[config.mk]
export PLATFORM = sky130hd
export DESIGN_NAME = chain_addr_i2c_target
export DESIGN_NICKNAME = d
export VERILOG_FILES = /design/src/rtl/chain_i2c_pkg.sv /design/src/rtl/chain_i2c_line_sync.sv /design/src/rtl/chain_i2c_engine.sv /design/src/rtl/chain_i2c_addr_reg.sv /design/src/rtl/chain_addr_i2c_target.sv
export SDC_FILE = /design/constraint.sdc
export NUM_CORES = 1
export LEC_CHECK = 0
export ABC_AREA = 0
export CAP_MARGIN = 20
export CORE_UTILIZATION = 60
export CTS_CLUSTER_SIZE = 16
export DETAILED_ROUTE_END_ITERATION = 8
export DONT_BUFFER_PORTS = 1
export PLACE_DENSITY = 0.81
export SLEW_MARGIN = 20
export SYNTH_ARGS = -nofsm -noshare
export SYNTH_HDL_FRONTEND = slang
export SYNTH_SLANG_ARGS = --single-unit
[constraint.sdc]
create_clock -name clk_i -period 3.7 [get_ports clk_i]
set_input_delay 0.555 -clock clk_i [delete_from_list [all_inputs] [get_ports clk_i]]
set_output_delay 0.555 -clock clk_i [all_outputs]
set_load 0.005 [all_outputs]
[src/rtl/chain_i2c_pkg.sv]
package chain_i2c_pkg;
  localparam int BYTE_BITS = 8;
  localparam int CNT_W     = $clog2(BYTE_BITS + 1);

  typedef enum logic [2:0] {
    ST_IDLE,
    ST_ADDR,
    ST_ADDR_ACK,
    ST_WR_BYTE,
    ST_WR_ACK,
    ST_RD_BYTE,
    ST_RD_ACK
  } state_t;
endpackage

[src/rtl/chain_i2c_line_sync.sv]
module chain_i2c_line_sync #(
  parameter int STAGES = 2
) (
  input  logic clk_i,
  input  logic rst_ni,
  input  logic scl_i,
  input  logic sda_i,
  output logic sda_o,
  output logic scl_rise_o,
  output logic scl_fall_o,
  output logic start_o,
  output logic stop_o
);
  logic [STAGES-1:0] scl_ff, sda_ff;
  logic scl_q, sda_q, scl_d, sda_d;

  always_ff @(posedge clk_i or negedge rst_ni) begin
    if (!rst_ni) begin
      scl_ff <= '1;
      sda_ff <= '1;
      scl_d  <= 1'b1;
      sda_d  <= 1'b1;
    end else begin
      scl_ff <= {scl_ff[STAGES-2:0], scl_i};
      sda_ff <= {sda_ff[STAGES-2:0], sda_i};
      scl_d  <= scl_q;
      sda_d  <= sda_q;
    end
  end

  assign scl_q      = scl_ff[STAGES-1];
  assign sda_q      = sda_ff[STAGES-1];
  assign sda_o      = sda_q;
  assign scl_rise_o = scl_q & ~scl_d;
  assign scl_fall_o = ~scl_q & scl_d;
  // SDA edges while SCL stays high mark bus conditions
  assign start_o    = scl_q & scl_d & sda_d & ~sda_q;
  assign stop_o     = scl_q & scl_d & ~sda_d & sda_q;
endmodule

[src/rtl/chain_i2c_engine.sv]
module chain_i2c_engine
  import chain_i2c_pkg::*;
(
  input  logic       clk_i,
  input  logic       rst_ni,
  input  logic       sda_i,
  input  logic       scl_rise_i,
  input  logic       scl_fall_i,
  input  logic       start_i,
  input  logic       stop_i,
  input  logic [6:0] dev_addr_i,
  input  logic [7:0] rd_data_i,
  output logic [7:0] ptr_o,
  output logic       wr_o,
  output logic [7:0] wr_data_o,
  output logic       sda_oe_o
);
  localparam logic [CNT_W-1:0] FULL = CNT_W'(BYTE_BITS);
  localparam logic [CNT_W-1:0] LAST = CNT_W'(BYTE_BITS - 1);

  state_t           state_q;
  logic [CNT_W-1:0] cnt_q;
  logic [7:0]       sh_q, tx_q, ptr_q;
  logic             rw_q, first_q, nack_q;
  logic             byte_done;

  assign byte_done = scl_fall_i && (cnt_q == FULL);

  always_ff @(posedge clk_i or negedge rst_ni) begin
    if (!rst_ni) begin
      state_q <= ST_IDLE;
      cnt_q   <= '0;
      sh_q    <= '0;
      tx_q    <= '0;
      ptr_q   <= '0;
      rw_q    <= 1'b0;
      first_q <= 1'b0;
      nack_q  <= 1'b0;
    end else if (start_i) begin
      state_q <= ST_ADDR;
      cnt_q   <= '0;
    end else if (stop_i) begin
      state_q <= ST_IDLE;
    end else begin
      unique case (state_q)
        ST_ADDR, ST_WR_BYTE: begin
          if (scl_rise_i && cnt_q != FULL) begin
            sh_q  <= {sh_q[6:0], sda_i};
            cnt_q <= cnt_q + 1'b1;
          end
          if (byte_done) begin
            if (state_q == ST_ADDR) begin
              rw_q    <= sh_q[0];
              state_q <= (sh_q[7:1] == dev_addr_i) ? ST_ADDR_ACK : ST_IDLE;
            end else begin
              if (first_q) ptr_q <= sh_q;
              first_q <= 1'b0;
              state_q <= ST_WR_ACK;
            end
          end
        end
        ST_ADDR_ACK: if (scl_fall_i) begin
          cnt_q <= '0;
          if (rw_q) begin
            tx_q    <= rd_data_i;
            state_q <= ST_RD_BYTE;
          end else begin
            first_q <= 1'b1;
            state_q <= ST_WR_BYTE;
          end
        end
        ST_WR_ACK: if (scl_fall_i) begin
          cnt_q   <= '0;
          state_q <= ST_WR_BYTE;
        end
        ST_RD_BYTE: if (scl_fall_i) begin
          if (cnt_q == LAST) state_q <= ST_RD_ACK;
          else begin
            tx_q  <= {tx_q[6:0], 1'b0};
            cnt_q <= cnt_q + 1'b1;
          end
        end
        ST_RD_ACK: begin
          if (scl_rise_i) nack_q <= sda_i;
          if (scl_fall_i) begin
            if (nack_q) state_q <= ST_IDLE;
            else begin
              tx_q    <= rd_data_i;
              cnt_q   <= '0;
              state_q <= ST_RD_BYTE;
            end
          end
        end
        default: ;
      endcase
    end
  end

  assign wr_o      = (state_q == ST_WR_BYTE) && byte_done && !first_q && !start_i && !stop_i;
  assign wr_data_o = sh_q;
  assign ptr_o     = ptr_q;
  assign sda_oe_o  = (state_q == ST_ADDR_ACK) || (state_q == ST_WR_ACK) ||
                     ((state_q == ST_RD_BYTE) && !tx_q[7]);

  AST_IDLE_RELEASED: assert property (@(posedge clk_i) disable iff (!rst_ni)
    (state_q == ST_IDLE) |-> !sda_oe_o);
  AST_ACK_ON_MATCH: assert property (@(posedge clk_i) disable iff (!rst_ni)
    (state_q == ST_ADDR_ACK) |-> (sh_q[7:1] == dev_addr_i));
  AST_BIT_COUNT_BOUND: assert property (@(posedge clk_i) disable iff (!rst_ni)
    cnt_q <= FULL);
endmodule

[src/rtl/chain_i2c_addr_reg.sv]
module chain_i2c_addr_reg #(
  parameter logic [6:0] DEF_ADDR = 7'h40,
  parameter logic [7:0] REG_PTR  = 8'h10
) (
  input  logic       clk_i,
  input  logic       rst_ni,
  input  logic       wr_i,
  input  logic [7:0] ptr_i,
  input  logic [7:0] wr_data_i,
  input  logic       stop_i,
  output logic [7:0] rd_data_o,
  output logic [6:0] addr_o,
  output logic       en_o
);
  logic [7:0] reg_q, pend_q;
  logic       pend_v_q;

  always_ff @(posedge clk_i or negedge rst_ni) begin
    if (!rst_ni) begin
      reg_q    <= {DEF_ADDR, 1'b0};
      pend_q   <= '0;
      pend_v_q <= 1'b0;
    end else if (stop_i) begin
      // commit only at STOP so the live transaction keeps its address
      if (pend_v_q) reg_q <= pend_q;
      pend_v_q <= 1'b0;
    end else if (wr_i && ptr_i == REG_PTR) begin
      pend_q   <= wr_data_i;
      pend_v_q <= 1'b1;
    end
  end

  assign rd_data_o = (ptr_i == REG_PTR) ? reg_q : 8'h00;
  assign addr_o    = reg_q[7:1];
  assign en_o      = reg_q[0];

  AST_EN_RISE_AT_STOP: assert property (@(posedge clk_i) disable iff (!rst_ni)
    $rose(en_o) |-> $past(stop_i));
  AST_ADDR_AT_STOP: assert property (@(posedge clk_i) disable iff (!rst_ni)
    !$past(stop_i) |-> $stable(addr_o));
endmodule

[src/rtl/chain_addr_i2c_target.sv]
module chain_addr_i2c_target #(
  parameter logic [6:0] DEF_ADDR    = 7'h40,
  parameter logic [7:0] REG_PTR     = 8'h10,
  parameter int         SYNC_STAGES = 2
) (
  input  logic clk_i,
  input  logic rst_ni,
  input  logic scl_i,
  input  logic sda_i,
  output logic sda_o,
  output logic sda_oe_o,
  output logic chain_en_o
);
  logic       sda_s, scl_rise, scl_fall, start_det, stop_det;
  logic [6:0] dev_addr;
  logic [7:0] rd_data, ptr, wr_data;
  logic       wr;

  chain_i2c_line_sync #(.STAGES(SYNC_STAGES)) u_sync (
    .clk_i      (clk_i),
    .rst_ni     (rst_ni),
    .scl_i      (scl_i),
    .sda_i      (sda_i),
    .sda_o      (sda_s),
    .scl_rise_o (scl_rise),
    .scl_fall_o (scl_fall),
    .start_o    (start_det),
    .stop_o     (stop_det)
  );

  chain_i2c_engine u_engine (
    .clk_i      (clk_i),
    .rst_ni     (rst_ni),
    .sda_i      (sda_s),
    .scl_rise_i (scl_rise),
    .scl_fall_i (scl_fall),
    .start_i    (start_det),
    .stop_i     (stop_det),
    .dev_addr_i (dev_addr),
    .rd_data_i  (rd_data),
    .ptr_o      (ptr),
    .wr_o       (wr),
    .wr_data_o  (wr_data),
    .sda_oe_o   (sda_oe_o)
  );

  chain_i2c_addr_reg #(.DEF_ADDR(DEF_ADDR), .REG_PTR(REG_PTR)) u_reg (
    .clk_i     (clk_i),
    .rst_ni    (rst_ni),
    .wr_i      (wr),
    .ptr_i     (ptr),
    .wr_data_i (wr_data),
    .stop_i    (stop_det),
    .rd_data_o (rd_data),
    .addr_o    (dev_addr),
    .en_o      (chain_en_o)
  );

  assign sda_o = 1'b0;
endmodule

==> results.sh, run 1 <==
export IMPL_synth_mux_area_fraction_pct=18.0
export IMPL_ys_types=51
export IMPL_clk_path_buf_depth=2
export IMPL_drive_above_1_share_pct=35.6
export IMPL_io_buffers=0
export IMPL_gp_congestion=0.930
export IMPL_finalHoldViolCount=0
export IMPL_cts_num_sinks=57
export IMPL_required_ps=3920
export IMPL_synthArstFlopShare_pct=100
export IMPL_synth_top_area_cell="dfrtp_1"
export IMPL_report_final_slew_viol_count=0
export IMPL_dieWidth_um=68.7
export IMPL_power_density_nw_per_um2=529
export IMPL_grt_usage_pct=25.7
export IMPL_synthAdderAreaFrac_pct=0.937
export IMPL_wirelength_um=5100
export IMPL_critPathArrivalTime_ps=2360
export IMPL_grt_remaining_overflow=0
export IMPL_dr_pass1_iters=4
export IMPL_synth_xor_area_share_pct=2.95
export IMPL_rr_endpoint="u_engine.ptr_o[2]$_DFFE_PN0P_"
export IMPL_drc=0
export IMPL_yosys_area_share_simple_pct=12.0
export IMPL_finalClockSkew_ps=9.38
export IMPL_synth_area_leaders="dfrtp_1 (47%), mux2_2 (17%), dfstp_2 (6.9%), xor2_1 (2.6%), a22o_1 (2.0%)"
export IMPL_setup_tns_ps=0
export IMPL_fmax_ghz=0.466
export IMPL_synthesis_area_um2=2670
export IMPL_final_common_cell="dfrtp_1"
export IMPL_synthFlopType="dfrtp_1"
export IMPL_met1_usage_pct=35.0
export IMPL_met3_usage_pct=7.24
export IMPL_ant_nets=0
export IMPL_viasPerCell=6.26
export IMPL_post_cts_buffers=0
export IMPL_grt_busiest_layer="met2"
export IMPL_initial_core_util_pct=64.4
export IMPL_critical_path_class="reg2reg"
export IMPL_synth_top_cell_area_share_pct=46.9
export IMPL_grt_pass1_vias=1690
export IMPL_crit_end="u_engine.ptr_o[2]$_DFFE_PN0P_"
export IMPL_core_rowCount=23
export IMPL_min_path_type="in2async"
export IMPL_core_area_um2=4140
export IMPL_synthesis_nets=211
export IMPL_path_clk_slew_ps=60
export IMPL_io_pins=7
export IMPL_ys_ff_latch=57
export IMPL_most_common_layout_cells="dfrtp_1 (50), mux2_2 (40), clkbuf_8 (10)"
export IMPL_insertion_delay_ps=340
export IMPL_p_leak_nw=1.38
export IMPL_synth_edf_count=0
export IMPL_fin_crit_sh_pct=58.0
export IMPL_antennaDiodeCount=0
export IMPL_fin_nets=217
export IMPL_irDropWorstVdd_uv=372
export IMPL_end_kind="flop"
export IMPL_yosys_warnings=0
export IMPL_met2_usage_pct=37.9
export IMPL_min_period_ps=2150
export IMPL_setup_viol=0
export IMPL_vias=1665
export IMPL_critPathLaunchType="flop"
export IMPL_r2r_cells=6
export IMPL_worstPathMaxFanout=8
export IMPL_slew_headroom_pct=60.1
export IMPL_die_area_um2=4720
export IMPL_grt_max_degree=51
export IMPL_worstSetupStartpoint="u_engine.cnt_q[0]$_DFFE_PN0P_"
export IMPL_rsz0062_at_grt="false"
export IMPL_cts_tree="done"
export IMPL_syn_area_per_cell_um2=13.0
export IMPL_rr_startpoint="u_engine.cnt_q[0]$_DFFE_PN0P_"
export IMPL_synth_top_family_by_area="multiplexers"
export IMPL_regToRegSetupSlack_ps=1550
export IMPL_syn2layout_area_growth_pct=9.37
export IMPL_die_h_um=68.7
export IMPL_wl_per_cell_um=19.2
export IMPL_cts_buffers=9
export IMPL_dr_first_iter_drc_count=147
export IMPL_cts_root_buf="clkbuf_8"
export IMPL_drv_cap=0
export IMPL_seq_area_frac_synth_pct=53.7
export IMPL_synth_compound_area_share_pct=10.1
export IMPL_antenna_found_initial=0
export IMPL_hpwlAfterDp_um=3390
export IMPL_power_total_mw=1.54
export IMPL_worst_pin_slew_ps=596
export IMPL_htree_levels=3
export IMPL_status="completed"
export IMPL_post_synth_inst_count=205
export IMPL_grt_pass1_wl_um=8340
[state kept, by name, summed over array words and instances, names as in the netlist]
name and flops:
u_reg.pend_q 8, u_engine.rw_q 1, u_sync.scl_ff 2, u_engine.cnt_q 4, u_engine.tx_q 8, u_engine.ptr_o 8
u_engine.nack_q 1, u_sync.scl_d 1, u_engine.state_q 3, u_sync.sda_d 1, u_reg.pend_v_q 1, u_engine.first_q 1
u_reg.reg_q 8, u_engine.wr_data_o 8, u_sync.sda_ff 2
[cells by family (layout without fill, tap and decap cells)]
kind of cell,Yosys count,after routing
AO/OA/AOI/OAI,34,34
XOR/XNOR,9,9
adder cells (fa/ha/maj),2,2
buffers and inverters,13,24
flip-flops,57,57
multiplexers,43,43
other,1,1
AND/OR/NAND/NOR,46,46
[critical path, stage by stage (launching register included)]
cell and delay [ps]:
dfrtp_1 420, inv_1 80, ha_1 160, and4bb_2 280, nand2_2 120, nor4b_4 570, mux2_2 400
[timing repair]
action	CTS	global route
hold buffers	1	0
hold endpoints to repair	50	0
resized for setup	0	0
endpoints found under the setup margin	0	0
[routing by layer]
layer | share of wire [%] | routed length (um)
met5 | 0 | 0
met4 | 1.7 | 89
met3 | 3.8 | 194
met2 | 47 | 2420
met1 | 47 | 2390
[layout make-up]
| cell class | count | area [um2] |
|---|---|---|
| tap | 50 | 62.6 |
| inverter | 7 | 26.3 |
| timing repair buffer | 1 | 27.5 |
| sequential | 57 | 1440 |
| fill | 292 | 1220 |
| multi-input combinational | 135 | 1180 |
| clock buffer | 12 | 145 |
| clock inverter | 4 | 45.0 |
[power breakdown]
| group | total (mW) | switching, mW | leakage [nW] | internal [mW] |
|---|---|---|---|---|
| clock | 0.556 | 0.230 | 0.100 | 0.326 |
| sequential | 0.790 | 0.0972 | 0.748 | 0.692 |
| combinational | 0.199 | 0.0906 | 0.529 | 0.108 |
| total | 1.54 | 0.418 | 1.38 | 1.13 |
[synth_stat cells, types with 2 or more instances]
cell,number
clkbuf_1,2
nor3b_1,2
o21ai_0,3
mux2_2,40
ha_1,2
nor2b_1,4
nand3b_1,2
mux2i_1,3
nand2_2,2
a22o_1,6
o211ai_1,3
a31oi_1,2
inv_1,7
and3b_1,4
nand2_1,5
nand4b_1,2
a21oi_1,3
a31o_2,2
dfstp_2,7
dfrtp_1,50
o31ai_1,3
xor2_1,8
buf_2,3
nand3_1,6
nand2b_1,3
o221a_2,2
nor2_1,3
nor4_1,3
[worst min-delay path by stage]
stage | start | end | slack (ps)
2_1_floorplan | rst_ni | u_engine.cnt_q[0]$_DFFE_PN0P_ | 260
3_3_place_gp | rst_ni | u_engine.tx_q[4]$_DFFE_PN0P_ | 260
5_1_grt | rst_ni | u_sync.sda_ff[1]$_DFF_PN1_ | 40
6_report | rst_ni | u_sync.sda_ff[1]$_DFF_PN1_ | 60
3_5_place_dp | rst_ni | u_engine.tx_q[4]$_DFFE_PN0P_ | 260
4_1_cts | rst_ni | u_sync.sda_ff[1]$_DFF_PN1_ | 50
[per-stage QoR]
step / area [um2] / hold WS [ps] / cells / util, % / worst slack, ps
3_3_place_gp: 2700 / 261 / 249 / 65.2 / 1700
6_report: 2920 / 61.7 / 266 / 70.5 / 1550
2_1_floorplan: 2670 / 259 / 205 / - / 1830
4_1_cts: 2920 / 46.2 / 266 / 70.5 / 1560
3_5_place_dp: 2700 / 261 / 249 / 65.2 / 1590
5_1_grt: 2920 / 39.5 / 266 / 70.5 / 1470
Power figures use the tool's default switching activity.
==> run 2: changes to the inputs <==
ABC_AREA = 1   (was 0)
clock period = 2.2 ns   (was 3.7 ns; I/O delays follow)
==> results.sh, run 2 <==
export IMPL_drive_above_1_share_pct=15.3
export IMPL_synth_area_leaders="dfrtp_1 (44%), nand2_1 (14%), dfstp_2 (6.4%), inv_1 (4.9%), nand3_1 (4.0%)"
export IMPL_min_path_type="reg2reg"
export IMPL_syn_area_per_cell_um2=8.25
export IMPL_p_sw_share_pct=36.8
export IMPL_synthArstFlopShare_pct=100
export IMPL_power_frac_seq_pct=38.2
export IMPL_critPathLaunchType="flop"
export IMPL_setup_tns_ps=0
export IMPL_initial_core_util_pct=64.0
export IMPL_viasPerCell=5.45
export IMPL_status="completed"
export IMPL_drc=0
export IMPL_finalClockSkew_ps=9.22
export IMPL_internal_power_mw=2.23
export IMPL_setup_viol=0
export IMPL_post_synth_top_count_cell="nand2_1"
export IMPL_synthesis_nets=353
export IMPL_grt_remaining_overflow=0
export IMPL_final_common_cell="nand2_1"
export IMPL_finalHoldViolCount=0
export IMPL_ys_ff_latch=57
export IMPL_p_leak_nw=1.58
export IMPL_wirelength_um=5660
export IMPL_cts_buffers=9
export IMPL_antenna_found_initial=0
export IMPL_required_ps=2400
export IMPL_grt_usage_pct=26.5
export IMPL_antennaDiodeCount=0
export IMPL_io_pins=7
export IMPL_cts_num_sinks=57
export IMPL_end_kind="flop"
export IMPL_core_rowCount=24
export IMPL_dr_pass1_iters=4
export IMPL_pwr_share_clk_pct=32.4
export IMPL_power_density_nw_per_um2=1110
export IMPL_grt_pass1_vias=2177
export IMPL_post_cts_buffers=0
export IMPL_seq_area_frac_synth_pct=50.2
export IMPL_worstPathMaxFanout=16
export IMPL_syn2layout_area_growth_pct=10.8
export IMPL_drv_cap=0
export IMPL_die_area_um2=5050
export IMPL_p_switching_mw=1.30
export IMPL_critical_path_class="reg2reg"
export IMPL_dieWidth_um=71.1
export IMPL_htree_levels=3
export IMPL_most_common_layout_cells="nand2_1 (109), dfrtp_1 (50), inv_1 (37)"
export IMPL_vias=2244
export IMPL_path_clk_slew_ps=60
export IMPL_dr_first_iter_drc_count=191
export IMPL_report_final_slew_viol_count=0
export IMPL_ant_nets=0
export IMPL_synth_top_area_cell="dfrtp_1"
export IMPL_combinationalPowerShare_pct=29.4
export IMPL_netlist_top_cells_count="nand2_1 (109), dfrtp_1 (50), inv_1 (37)"
export IMPL_irDropWorstVdd_uv=677
export IMPL_io_buffers=0
export IMPL_post_synth_inst_count=347
export IMPL_min_period_ps=1940
export IMPL_gp_congestion=0.869
export IMPL_wl_per_cell_um=13.7
export IMPL_insertion_delay_ps=330
export IMPL_synthesis_area_um2=2860
export IMPL_hpwlAfterDp_um=3900
export IMPL_core_area_um2=4470
export IMPL_clk_path_buf_depth=2
export IMPL_yosys_warnings=0
export IMPL_synthFlopType="dfrtp_1"
export IMPL_ys_types=32
export IMPL_synth_top_cell_area_share_pct=43.7
export IMPL_grt_pass1_wl_um=9960
export IMPL_fin_crit_sh_pct=88.0
export IMPL_fin_nets=361
export IMPL_utilization_pct=70.9
export IMPL_grt_max_degree=58
export IMPL_slew_headroom_pct=65.5
export IMPL_synth_edf_count=0
export IMPL_critPathArrivalTime_ps=2140
export IMPL_cts_root_buf="clkbuf_8"
export IMPL_rsz0062_at_grt="false"
export IMPL_die_h_um=71.1
export IMPL_worst_pin_slew_ps=517
export IMPL_cts_tree="done"
export IMPL_fmax_ghz=0.516
## run 2: changes by cell type after synthesis, moves of 6 or more
cell,delta
a21oi_1,+9
a22o_1,-6
inv_1,+30
mux2_2,-39
nand2_1,+104
nand3_1,+17
nor2_1,+27
o21ai_0,+17
o21ai_1,+11
o21ai_2,+8
xor2_1,-7
## run 2: per-layer routing
metal / track usage, % / wire length, um
met5: 0 / 0
met4: 14.4 / 135
met3: 6.27 / 320
met2: 39.2 / 2470
met1: 36.3 / 2740
## run 2: layout make-up
type,instances,area (um2)
flip-flops and latches,57,1440
inverters,41,154
clock inverters,4,73.8
multi-input cells,242,1220
well taps,52,65.1
fillers,321,1300
clock buffers,12,165
repair buffers,4,57.6
## run 2: kinds of logic after synthesis
| family | synth area share [%] |
|---|---|
| adders and majority gates | 0.874 |
| AOI/OAI and AO/OA | 10.5 |
| muxes | 0.394 |
| buffers and inverters | 7.21 |
| DFF | 50.2 |
| and+or+nand+nor | 29.8 |
| other | 0.131 |
| xor gates and xnor gates | 0.918 |
## run 2: final timing paths
kind                       slack (ps)                            end  depth (start not counted)                     startpoint
setup / recovery                  260  u_engine.ptr_o[0]$_DFFE_PN0P_                          7  u_engine.cnt_q[0]$_DFFE_PN0P_
hold / removal                    350     u_sync.sda_ff[1]$_DFF_PN1_                          0     u_sync.sda_ff[0]$_DFF_PN1_
setup reg to reg                  260  u_engine.ptr_o[0]$_DFFE_PN0P_                          7  u_engine.cnt_q[0]$_DFFE_PN0P_
hold reg to reg                   350     u_sync.sda_ff[1]$_DFF_PN1_                          0     u_sync.sda_ff[0]$_DFF_PN1_
max in group asynchronous        1370     u_sync.scl_ff[0]$_DFF_PN1_                          2                         rst_ni
min in group asynchronous         520      u_engine.rw_q$_DFFE_PN0P_                          2                         rst_ni
## run 2: repair_timing
action,4_1_cts,5_1_grt
hold buffers,4,0
resized for setup,0,0
hold endpoints to repair,59,0
## run 2: stage by stage
| stage | total power [mW] | hold slack, ps | worst slack, ps | instance area, um2 | cells |
|---|---|---|---|---|---|
| 4_1_cts | 3.54 | 357 | 221 | 3170 | 412 |
| 6_report | 3.53 | 355 | 264 | 3170 | 412 |
| 2_1_floorplan | 2.16 | 34.4 | 641 | 2860 | 347 |
| 3_3_place_gp | 2.31 | 35.9 | 365 | 2870 | 392 |
| 3_5_place_dp | 2.34 | 35.7 | 267 | 2870 | 392 |
| 5_1_grt | 3.76 | 357 | 46.0 | 3170 | 412 |
## run 2: worst max-delay path: stages (launching register included)
cell and delay [ps]:
dfrtp_1 420, inv_1 80, ha_1 140, nand3_1 160
nor2_1 260, nand4_2 460, nand2_1 230, o21ai_2 70
## run 2: power groups by stage
stage	registers, mW	clock network, mW	logic [mW]
6_report	1.35	1.14	1.04
5_1_grt	1.36	1.21	1.19
4_1_cts	1.34	1.17	1.03
3_5_place_dp	1.36	0	0.985
3_3_place_gp	1.35	0	0.959
2_1_floorplan	1.27	0	0.887
